$ cat config.mk
export PLATFORM = sky130hd
export DESIGN_NAME = pwrmode_ctrl
export DESIGN_NICKNAME = d
export VERILOG_FILES = /design/src/rtl/pwrmode_pkg.sv /design/src/rtl/pm_release_qual.sv /design/src/rtl/pm_warmup.sv /design/src/rtl/pm_mcycle.sv /design/src/rtl/pwrmode_ctrl.sv
export SDC_FILE = /design/constraint.sdc
export NUM_CORES = 1
export LEC_CHECK = 0
export BUFFER_PORTS_ARGS = -buffer_cell sky130_fd_sc_hd__buf_2
export CORE_MARGIN = 2
export CORE_UTILIZATION = 63
export DETAILED_ROUTE_END_ITERATION = 7
export PLACE_DENSITY = 0.81
export SLEW_MARGIN = 20
export SYNTH_ARGS = -nofsm -noshare
export SYNTH_HDL_FRONTEND = slang
export SYNTH_SLANG_ARGS = --single-unit
$ cat constraint.sdc
create_clock -name clk -period 7.3 [get_ports clk]
set_clock_uncertainty 0.2 [all_clocks]
set_input_delay 0.365 -clock clk [delete_from_list [all_inputs] [get_ports clk]]
set_output_delay 0.365 -clock clk [all_outputs]
set_load 0.01 [all_outputs]
$ cat src/rtl/pwrmode_pkg.sv
package pwrmode_pkg;

  typedef enum logic [1:0] {
    PM_RUN  = 2'd0,
    PM_IDLE = 2'd1,
    PM_STOP = 2'd2,
    PM_WARM = 2'd3
  } pm_state_e;

  typedef struct packed {
    logic osc;
    logic cpu;
    logic wdt;
    logic per;
  } pm_gate_t;

  function automatic pm_gate_t gate_of(input pm_state_e s);
    pm_gate_t g;
    case (s)
      PM_RUN:  g = '{osc: 1'b1, cpu: 1'b1, wdt: 1'b1, per: 1'b1};
      PM_IDLE: g = '{osc: 1'b1, cpu: 1'b0, wdt: 1'b0, per: 1'b1};
      PM_WARM: g = '{osc: 1'b1, cpu: 1'b0, wdt: 1'b0, per: 1'b0};
      default: g = '{osc: 1'b0, cpu: 1'b0, wdt: 1'b0, per: 1'b0};
    endcase
    return g;
  endfunction

endpackage

$ cat src/rtl/pm_release_qual.sv
module pm_release_qual #(
  parameter int SYNC_N = 2
) (
  input  logic clk,
  input  logic rst,
  input  logic pin_async,
  input  logic sense_edge,
  output logic release_o
);

  logic [SYNC_N-1:0] sync_q;
  logic              prev_q;
  logic              rise;
  logic              held;

  always_ff @(posedge clk) begin
    if (rst) begin
      sync_q <= '0;
      prev_q <= 1'b0;
    end else begin
      sync_q <= {sync_q[SYNC_N-2:0], pin_async};
      prev_q <= sync_q[SYNC_N-1];
    end
  end

  assign rise      = sync_q[SYNC_N-1] & ~prev_q;
  assign held      = sync_q[SYNC_N-1] & prev_q;
  assign release_o = sense_edge ? rise : held;

  // a detected rising edge lasts exactly one cycle
  a_r8_rise_single: assert property (@(posedge clk) disable iff (rst)
    rise |=> !rise);

  // level release needs the previous synchronized sample high too
  a_r9_level_two_samples: assert property (@(posedge clk) disable iff (rst)
    held |-> $past(sync_q[SYNC_N-1]));

endmodule

$ cat src/rtl/pm_warmup.sv
module pm_warmup #(
  parameter int EXP_W = 4
) (
  input  logic             clk,
  input  logic             rst,
  input  logic             active,
  input  logic [EXP_W-1:0] exp_n,
  output logic             done
);

  localparam int CNT_W = 1 << EXP_W;

  logic [CNT_W-1:0] cnt_q;
  logic [CNT_W-1:0] lim;

  assign lim  = (CNT_W'(1) << exp_n) - CNT_W'(1);
  assign done = active && (cnt_q == lim);

  always_ff @(posedge clk) begin
    if (rst || !active) begin
      cnt_q <= '0;
    end else if (!done) begin
      cnt_q <= cnt_q + CNT_W'(1);
    end
  end

  // the count never runs past the programmed limit
  a_r10_cnt_bounded: assert property (@(posedge clk) disable iff (rst)
    active |-> cnt_q <= lim);

endmodule

$ cat src/rtl/pm_mcycle.sv
module pm_mcycle #(
  parameter int DIV = 4
) (
  input  logic clk,
  input  logic rst,
  input  logic en,
  output logic stb
);

  localparam int DW = (DIV > 2) ? $clog2(DIV) : 1;

  logic [DW-1:0] div_q;

  always_ff @(posedge clk) begin
    if (rst) begin
      div_q <= '0;
      stb   <= 1'b0;
    end else begin
      if (en) begin
        div_q <= (div_q == DW'(DIV - 1)) ? '0 : div_q + DW'(1);
      end
      stb <= en && (div_q == DW'(DIV - 2));
    end
  end

  // strobes are never back to back
  a_r2_stb_spaced: assert property (@(posedge clk) disable iff (rst)
    stb |=> !stb);

endmodule

$ cat src/rtl/pwrmode_ctrl.sv
module pwrmode_ctrl
  import pwrmode_pkg::*;
#(
  parameter int WEXP_W = 4,
  parameter int MC_DIV = 4,
  parameter int SYNC_N = 2
) (
  input  logic              clk,
  input  logic              rst,
  input  logic              ctl1_we,
  input  logic [WEXP_W+1:0] ctl1_wdata,
  input  logic              ctl2_we,
  input  logic              ctl2_idle,
  input  logic              periph_irq,
  input  logic              ext_irq,
  input  logic              imf,
  input  logic              stop_pin,
  output logic              osc_en,
  output logic              cpu_clk_en,
  output logic              wdt_clk_en,
  output logic              per_clk_en,
  output logic              wake_vector,
  output logic              wake_resume,
  output logic              mcycle_stb
);

  localparam int STOP_BIT  = WEXP_W + 1;
  localparam int SENSE_BIT = WEXP_W;

  pm_state_e         state_q, state_nxt;
  pm_gate_t          gate_q, gate_nxt;
  logic              stop_q, idle_q, edge_q;
  logic [WEXP_W-1:0] wexp_q;
  logic              rel, wdone, irq_any;
  logic              wv_q, wr_q;

  assign irq_any = periph_irq | ext_irq;

  pm_release_qual #(.SYNC_N(SYNC_N)) rel_i (
    .clk        (clk),
    .rst        (rst),
    .pin_async  (stop_pin),
    .sense_edge (edge_q),
    .release_o  (rel)
  );

  pm_warmup #(.EXP_W(WEXP_W)) wup_i (
    .clk    (clk),
    .rst    (rst),
    .active (state_q == PM_WARM),
    .exp_n  (wexp_q),
    .done   (wdone)
  );

  // control register fields and self-clearing requests
  always_ff @(posedge clk) begin
    if (rst) begin
      stop_q <= 1'b0;
      idle_q <= 1'b0;
      edge_q <= 1'b0;
      wexp_q <= '1;
    end else if (state_q == PM_RUN) begin
      if (ctl1_we) begin
        stop_q <= ctl1_wdata[STOP_BIT];
        edge_q <= ctl1_wdata[SENSE_BIT];
        wexp_q <= ctl1_wdata[WEXP_W-1:0];
      end
      if (ctl2_we) begin
        idle_q <= ctl2_idle;
      end
      if (stop_q) begin
        stop_q <= 1'b0;
        idle_q <= 1'b0;
      end else if (idle_q) begin
        idle_q <= 1'b0;
      end
    end
  end

  always_comb begin
    state_nxt = state_q;
    case (state_q)
      PM_RUN: begin
        if (stop_q)      state_nxt = PM_STOP;
        else if (idle_q) state_nxt = PM_IDLE;
      end
      PM_IDLE: if (irq_any) state_nxt = PM_RUN;
      PM_STOP: if (rel)     state_nxt = PM_WARM;
      PM_WARM: if (wdone)   state_nxt = PM_RUN;
      default:              state_nxt = PM_RUN;
    endcase
  end

  assign gate_nxt = gate_of(state_nxt);

  always_ff @(posedge clk) begin
    if (rst) begin
      state_q <= PM_RUN;
      gate_q  <= gate_of(PM_RUN);
      wv_q    <= 1'b0;
      wr_q    <= 1'b0;
    end else begin
      state_q <= state_nxt;
      gate_q  <= gate_nxt;
      wv_q    <= (state_q == PM_IDLE) && irq_any && imf;
      wr_q    <= ((state_q == PM_IDLE) && irq_any && !imf) ||
                 ((state_q == PM_WARM) && wdone);
    end
  end

  pm_mcycle #(.DIV(MC_DIV)) mc_i (
    .clk (clk),
    .rst (rst),
    .en  (gate_nxt.cpu),
    .stb (mcycle_stb)
  );

  assign osc_en      = gate_q.osc;
  assign cpu_clk_en  = gate_q.cpu;
  assign wdt_clk_en  = gate_q.wdt;
  assign per_clk_en  = gate_q.per;
  assign wake_vector = wv_q;
  assign wake_resume = wr_q;

  a_r1_reset_run: assert property (@(posedge clk) disable iff (rst)
    $past(rst) |-> (osc_en && cpu_clk_en && wdt_clk_en && per_clk_en &&
                    !wake_vector && !wake_resume));

  a_r2_stb_gated: assert property (@(posedge clk) disable iff (rst)
    mcycle_stb |-> cpu_clk_en);

  a_r3_idle_gates: assert property (@(posedge clk) disable iff (rst)
    (state_q == PM_IDLE) |-> (osc_en && !cpu_clk_en && !wdt_clk_en && per_clk_en));

  a_r5_wake_exclusive: assert property (@(posedge clk) disable iff (rst)
    !(wake_vector && wake_resume));

  a_r6_stop_gates: assert property (@(posedge clk) disable iff (rst)
    (state_q == PM_STOP) |-> !(osc_en || cpu_clk_en || wdt_clk_en || per_clk_en));

  a_r7_stop_first: assert property (@(posedge clk) disable iff (rst)
    (!$past(rst) && $past(state_q == PM_RUN) && $past(stop_q)) |-> (state_q == PM_STOP));

  a_r10_warm_gates: assert property (@(posedge clk) disable iff (rst)
    (state_q == PM_WARM) |-> (osc_en && !cpu_clk_en && !wdt_clk_en && !per_clk_en));

endmodule

# After elaboration in Yosys (flattened, before gate mapping)
# Index checks and enable logic that the tools add are counted.
# totals
regBits	37
inputBits	15
out_inout_bits	7
word_cells	59
# classes
add_sub_neg	3
n_eq_ne	8
n_shift	1
mux	14
bitwise_logic	4
reduce_logical	13
# ops
op	n
16-bit by 1-bit adder with 16-bit output, second input constant	1
16-bit == test	1
1-bit by 4-bit left shift with 16-bit output, first input constant	1
16-bit by 2-bit subtractor with 16-bit output, second input constant	1
2-bit 2-to-1 mux	6
4-bit one-hot mux with 3 select lines	1
2-bit == test, second input constant	5
2-bit one-hot mux with 4 select lines	1
1-bit logical AND	6
1-bit 2-to-1 mux	6
2-bit by 1-bit == test with 1-bit output, second input constant	2
2-bit logical NOT	2
2-bit by 1-bit adder with 2-bit output, second input constant	1
1-bit bitwise AND	2
1-bit logical NOT	2
1-bit logical OR	2
2-bit AND reduction	1
1-bit NOT	1
1-bit bitwise OR	1

# Depth between registers and ports, before layout
# depth
word_depth	9
mapped_depth	15
depth_no_buf	10

# Hierarchy
# From an unflattened synthesis, not the netlist that was laid out.
# hier_totals
hier_cells	242
area_unflattened_um2	2107.0
# by_module_without_submodules
mod	n_inst	cells_per_inst	area_per_inst_um2	seq_area_each_um2
pm_warmup	1	166	1330.0	320.3
pwrmode_ctrl	1	56	558.0	280.3
pm_mcycle	1	12	125.1	60.1
pm_release_qual	1	8	93.8	60.1

# Worst setup path before layout
# No wires, ideal clock.
# synth_path
kind	register to register
start	reg wexp_q[3]
end	reg wup_i.cnt_q[1]
setup_time_ns	0.128
arrival_time_ns	2.917
required_time_ns	6.972
path_slack_ns	4.055
stages_incl_launch_ff	16
path_buffers	5
period_less_slack_ns	3.245
cell_sequence	dfxtp_1 -> buf_4 -> buf_2 -> nor3_1 -> nand2b_1 -> ha_1 -> buf_4 -> nor4b_2 -> o2bb2ai_1 -> or4b_1 -> o221ai_1 -> and3_4 -> buf_6 -> buf_6 -> mux2i_1 -> nor2_1
# synth_between
elab_chain_len	4
# synth_rtl
item	line	source
from (decl)	pwrmode_ctrl.sv:33	logic [WEXP_W-1:0] wexp_q;
from (signal assigned)	pwrmode_ctrl.sv:66	wexp_q <= ctl1_wdata[WEXP_W-1:0];
1-bit by 4-bit left shift with 16-bit output	pm_warmup.sv:16	assign lim = (CNT_W'(1) << exp_n) - CNT_W'(1);
16-bit by 2-bit subtractor with 16-bit output	pm_warmup.sv:16	
16-bit == test	pm_warmup.sv:17	assign done = active && (cnt_q == lim);
1-bit logical AND	pm_warmup.sv:17	
to (signal assigned)	pm_warmup.sv:23	cnt_q <= cnt_q + CNT_W'(1);
to (decl)	pm_warmup.sv:13	logic [CNT_W-1:0] cnt_q;
# Every way passes these cells.
# A chain may end at the register's enable or synchronous reset.

# Final worst setup path
# layout_path
start	reg wexp_q[3]
end	reg wup_i.cnt_q[5]
# The elaborated chain is that of the path after synthesis.

==> impl_metrics.csv <==
group,metric,value,unit
timing,timing.final.ws_setup,3.86,ns
clocking,hold_buffers,0,
floorplan,initial_core_util,0.659,
grt,antenna_found_initial,0,
synth,ys_types,59,
synth,synthArstFlopShare,0,
synth,avgSynthCellArea,8.33,µm²
clocking,insertion_delay,0.34,ns
detailed_routing,ant_nets,0,
placed_design,dp_hpwl,3200,µm
finish,mostFrequentLayoutCell,"dfxtp_1",
critical_path,path_delay_family,"simple AND/OR/NAND/NOR gates",
timing,slew_headroom,0.538,
grt,gr-max-usage-layer,"met2",
critical_path,rr_worst_depth,9,
worst_hold_path,hp-class,"input pin to flop",
run,drv_cap,0,
clocking,clock_sinks,36,
finish,postLayoutCellArea,2290,µm²
grt,grt_pass1_wl,7920,µm
clocking,htree_levels,2,
grt,grt_overflow_total,0,
detailed_routing,drc,0,
critical_path,critPathSlowestCell,"dfxtp_1",
grt,grt.met2_usage,0.399,
grt,grt_pass1_vias,1723,
synth,yosys_register_bits,36,
outcome,outcome,"finished clean",
timing,period_minus_slack,3.44,ns
grt,grt_max_degree,30,
floorplan,dieArea,3980,µm²
synth,synth-edff-count,0,
power_and_ir_drop,p_sw_frac,0.306,
power_and_ir_drop,power_leakage,0.800,nW
finish,final_layout_size_suffix_gt1_frac,0.159,
detailed_routing,num_vias,1910,
finish,nFillCells,304,
timing,timing.final.setup_violations,0,
critical_path,r2r_slack,3.86,ns
synth,syn_nets,283,
synth,synthCells,264,
critical_path,arrival,3.52,ns
power_and_ir_drop,p_switching,126,µW
critical_path,cpPeakStageDelay,0.75,ns
floorplan,ios,22,
finish,area_growth,4.04,%
placed_design,pre_cts_ws,3.88,ns
synth,yosysWarningCount,0,
detailed_routing,dr.first_iter.drc_count,193,
detailed_routing,wl_per_cell,14.1,µm
clocking,cts_tree,"built",
critical_path,worstPathCellList,"nor3_1 > nand2b_1 > ha_1 > nor4b_2 > or3_1 > o221ai_1 > and3_4 > or4_1 > a21oi_1",
grt,grtUsageMet1,0.328,
critical_path,critPathMaxFanout,29,
timing,setup_tns,0,ns
detailed_routing,wirelength,4470,µm
placed_design,portBuffers,21,
floorplan,core_area,3340,µm²
clocking,cts.clk_slew.worst_paths,0.11,ns
timing,drv_slew,0,
synth,synth_area,2200,µm²
detailed_routing,first_pass_iters,4,
power_and_ir_drop,p_int,286,µW
critical_path,crit_path_end_kind,"flop",
timing,worstMarginPinSlew,0.692,ns
critical_path,path_depth,9,
grt,track_usage,0.247,
synth,synth_ff_type,"dfxtp_1",
worst_hold_path,holdPathStages,2,
clocking,ctsResizeCount,0,
critical_path,criticalPathCategory,"flop to flop",
grt,met3_usage,0.0554,
clocking,postCtsSetupBuffers,0,
timing,hold_viol_final,0,
power_and_ir_drop,clkPwrFrac,0.250,
detailed_routing,vias_per_cell,6.03,
clocking,numCtsBuffers,5,
clocking,ctsLongestPathBuffers,2,
power_and_ir_drop,seqPwrFrac,0.559,
placed_design,post_dp_cell_area,2230,µm²
critical_path,worstSetupStartpointType,"flop",
clocking,cts_root_buffer,"clkbuf_4",
power_and_ir_drop,combPwrFrac,0.191,
timing,rsz0062_at_grt,"false",
timing,max_freq,0.291,GHz
synth,yosysSeqAreaShare,0.328,
floorplan,placementRows,21,
timing,post-route-period-util,0.471,
power_and_ir_drop,ir_drop,152,µV
power_and_ir_drop,powerDensity,180,nW/µm²
finish,num_antenna_cells,0,
finish,final_nets,289,
placed_design,gp_congestion,0.893,
critical_path,required,7.38,ns
floorplan,die_h,63.1,µm
finish,final_cell_mix,"dfxtp_1, a21oi_1, buf_2",
floorplan,die_w,63.1,µm
critical_path,path_buf_inv,0,
-- worst reg2reg max path: cells and delay by family (launching register included) --
kind / cells / cell delay (ns)
simple gates: 6 / 1.76
fa+ha+maj: 1 / 0.39
compound gates: 2 / 0.30
flops: 1 / 0.75
-- state kept, by name, summed over array words and instances, names as in the netlist --
register,cells
wup_i.cnt_q,16
wexp_q,4
mc_i.div_q,2
rel_i.sync_q,2
state_q,2
cpu_clk_en,1
edge_q,1
idle_q,1
mc_i.stb,1
osc_en,1
per_clk_en,1
rel_i.prev_q,1
stop_q,1
wake_resume,1
wake_vector,1
-- area by class of cell --
type	count	area, µm²	area share
multi-input cells	198	1320	0.577
flip-flops and latches	36	721	0.315
repair buffers	21	105	0.0459
well taps	46	57.6	0.0252
clock buffers	7	45.0	0.0197
inverters	8	30.0	0.0131
clock inverters	1	8.76	0.00383
-- power groups by stage --
| stage | clock network, mW | logic [mW] | registers, mW |
|---|---|---|---|
| final | 0.103 | 0.0786 | 0.230 |
| after global routing | 0.112 | 0.0896 | 0.234 |
| after CTS | 0.105 | 0.0789 | 0.230 |
| after detailed placement | 0 | 0.0784 | 0.234 |
| after global placement | 0 | 0.0771 | 0.234 |
| after floorplan | 0 | 0.0772 | 0.221 |
-- routing by layer --
metal	up-vias	share of wire
met2	54	0.45
met1	874	0.47
li1	978	-
met5	-	0
met4	0	0.010
met3	4	0.063
-- path summary, 6_finish.rpt --
path                     end             from
max reg2reg   wup_i.cnt_q[5]        wexp_q[3]
min reg2reg  rel_i.sync_q[1]  rel_i.sync_q[0]
min                wexp_q[0]    ctl1_wdata[0]
max           wup_i.cnt_q[5]        wexp_q[3]
-- synthesized netlist by cell type, types with 2 or more instances --
master	instances	area, µm²
dfxtp_1	36	721
a21oi_1	26	130
nor2_1	19	71.3
nand2_1	17	63.8
or4_1	9	67.6
clkbuf_1	8	30.0
inv_1	8	30.0
nand3_1	8	40.0
o31ai_1	8	60.1
nor2b_1	7	43.8
nor3_1	7	35.0
a211o_1	6	52.6
buf_4	6	45.0
o21ai_0	6	30.0
xor2_1	6	52.6
a21o_1	5	37.5
nand2b_1	5	31.3
nor3b_1	5	37.5
or3_1	5	31.3
xnor2_1	5	43.8
buf_2	4	20.0
ha_1	4	50.1
o21ai_1	4	20.0
a31oi_1	3	18.8
buf_6	3	33.8
nand4_1	3	18.8
nor4b_2	3	45.0
o211ai_1	3	22.5
mux2_2	2	22.5
mux2i_1	2	20.0
nor4_1	2	12.5
o21bai_1	2	15.0
-- through the flow --
stage	utilization	power [mW]	std cells	hold WS, ns
floorplan	-	0.298	264	0.214
global placement	0.668	0.311	309	0.217
detailed placement	0.668	0.313	309	0.229
CTS	0.684	0.414	317	0.0303
global route	0.686	0.435	317	0.0294
finish	0.686	0.412	317	0.0405
-- kinds of logic after synthesis --
logic type | Yosys count | share of synthesized area
compound gates | 75 | 0.223
fa+ha+maj | 4 | 0.0228
flops | 36 | 0.328
simple gates | 104 | 0.290
buf+inv | 30 | 0.0739
mux | 4 | 0.0193
xor+xnor | 11 | 0.0438
Power figures use the tool's default switching activity.
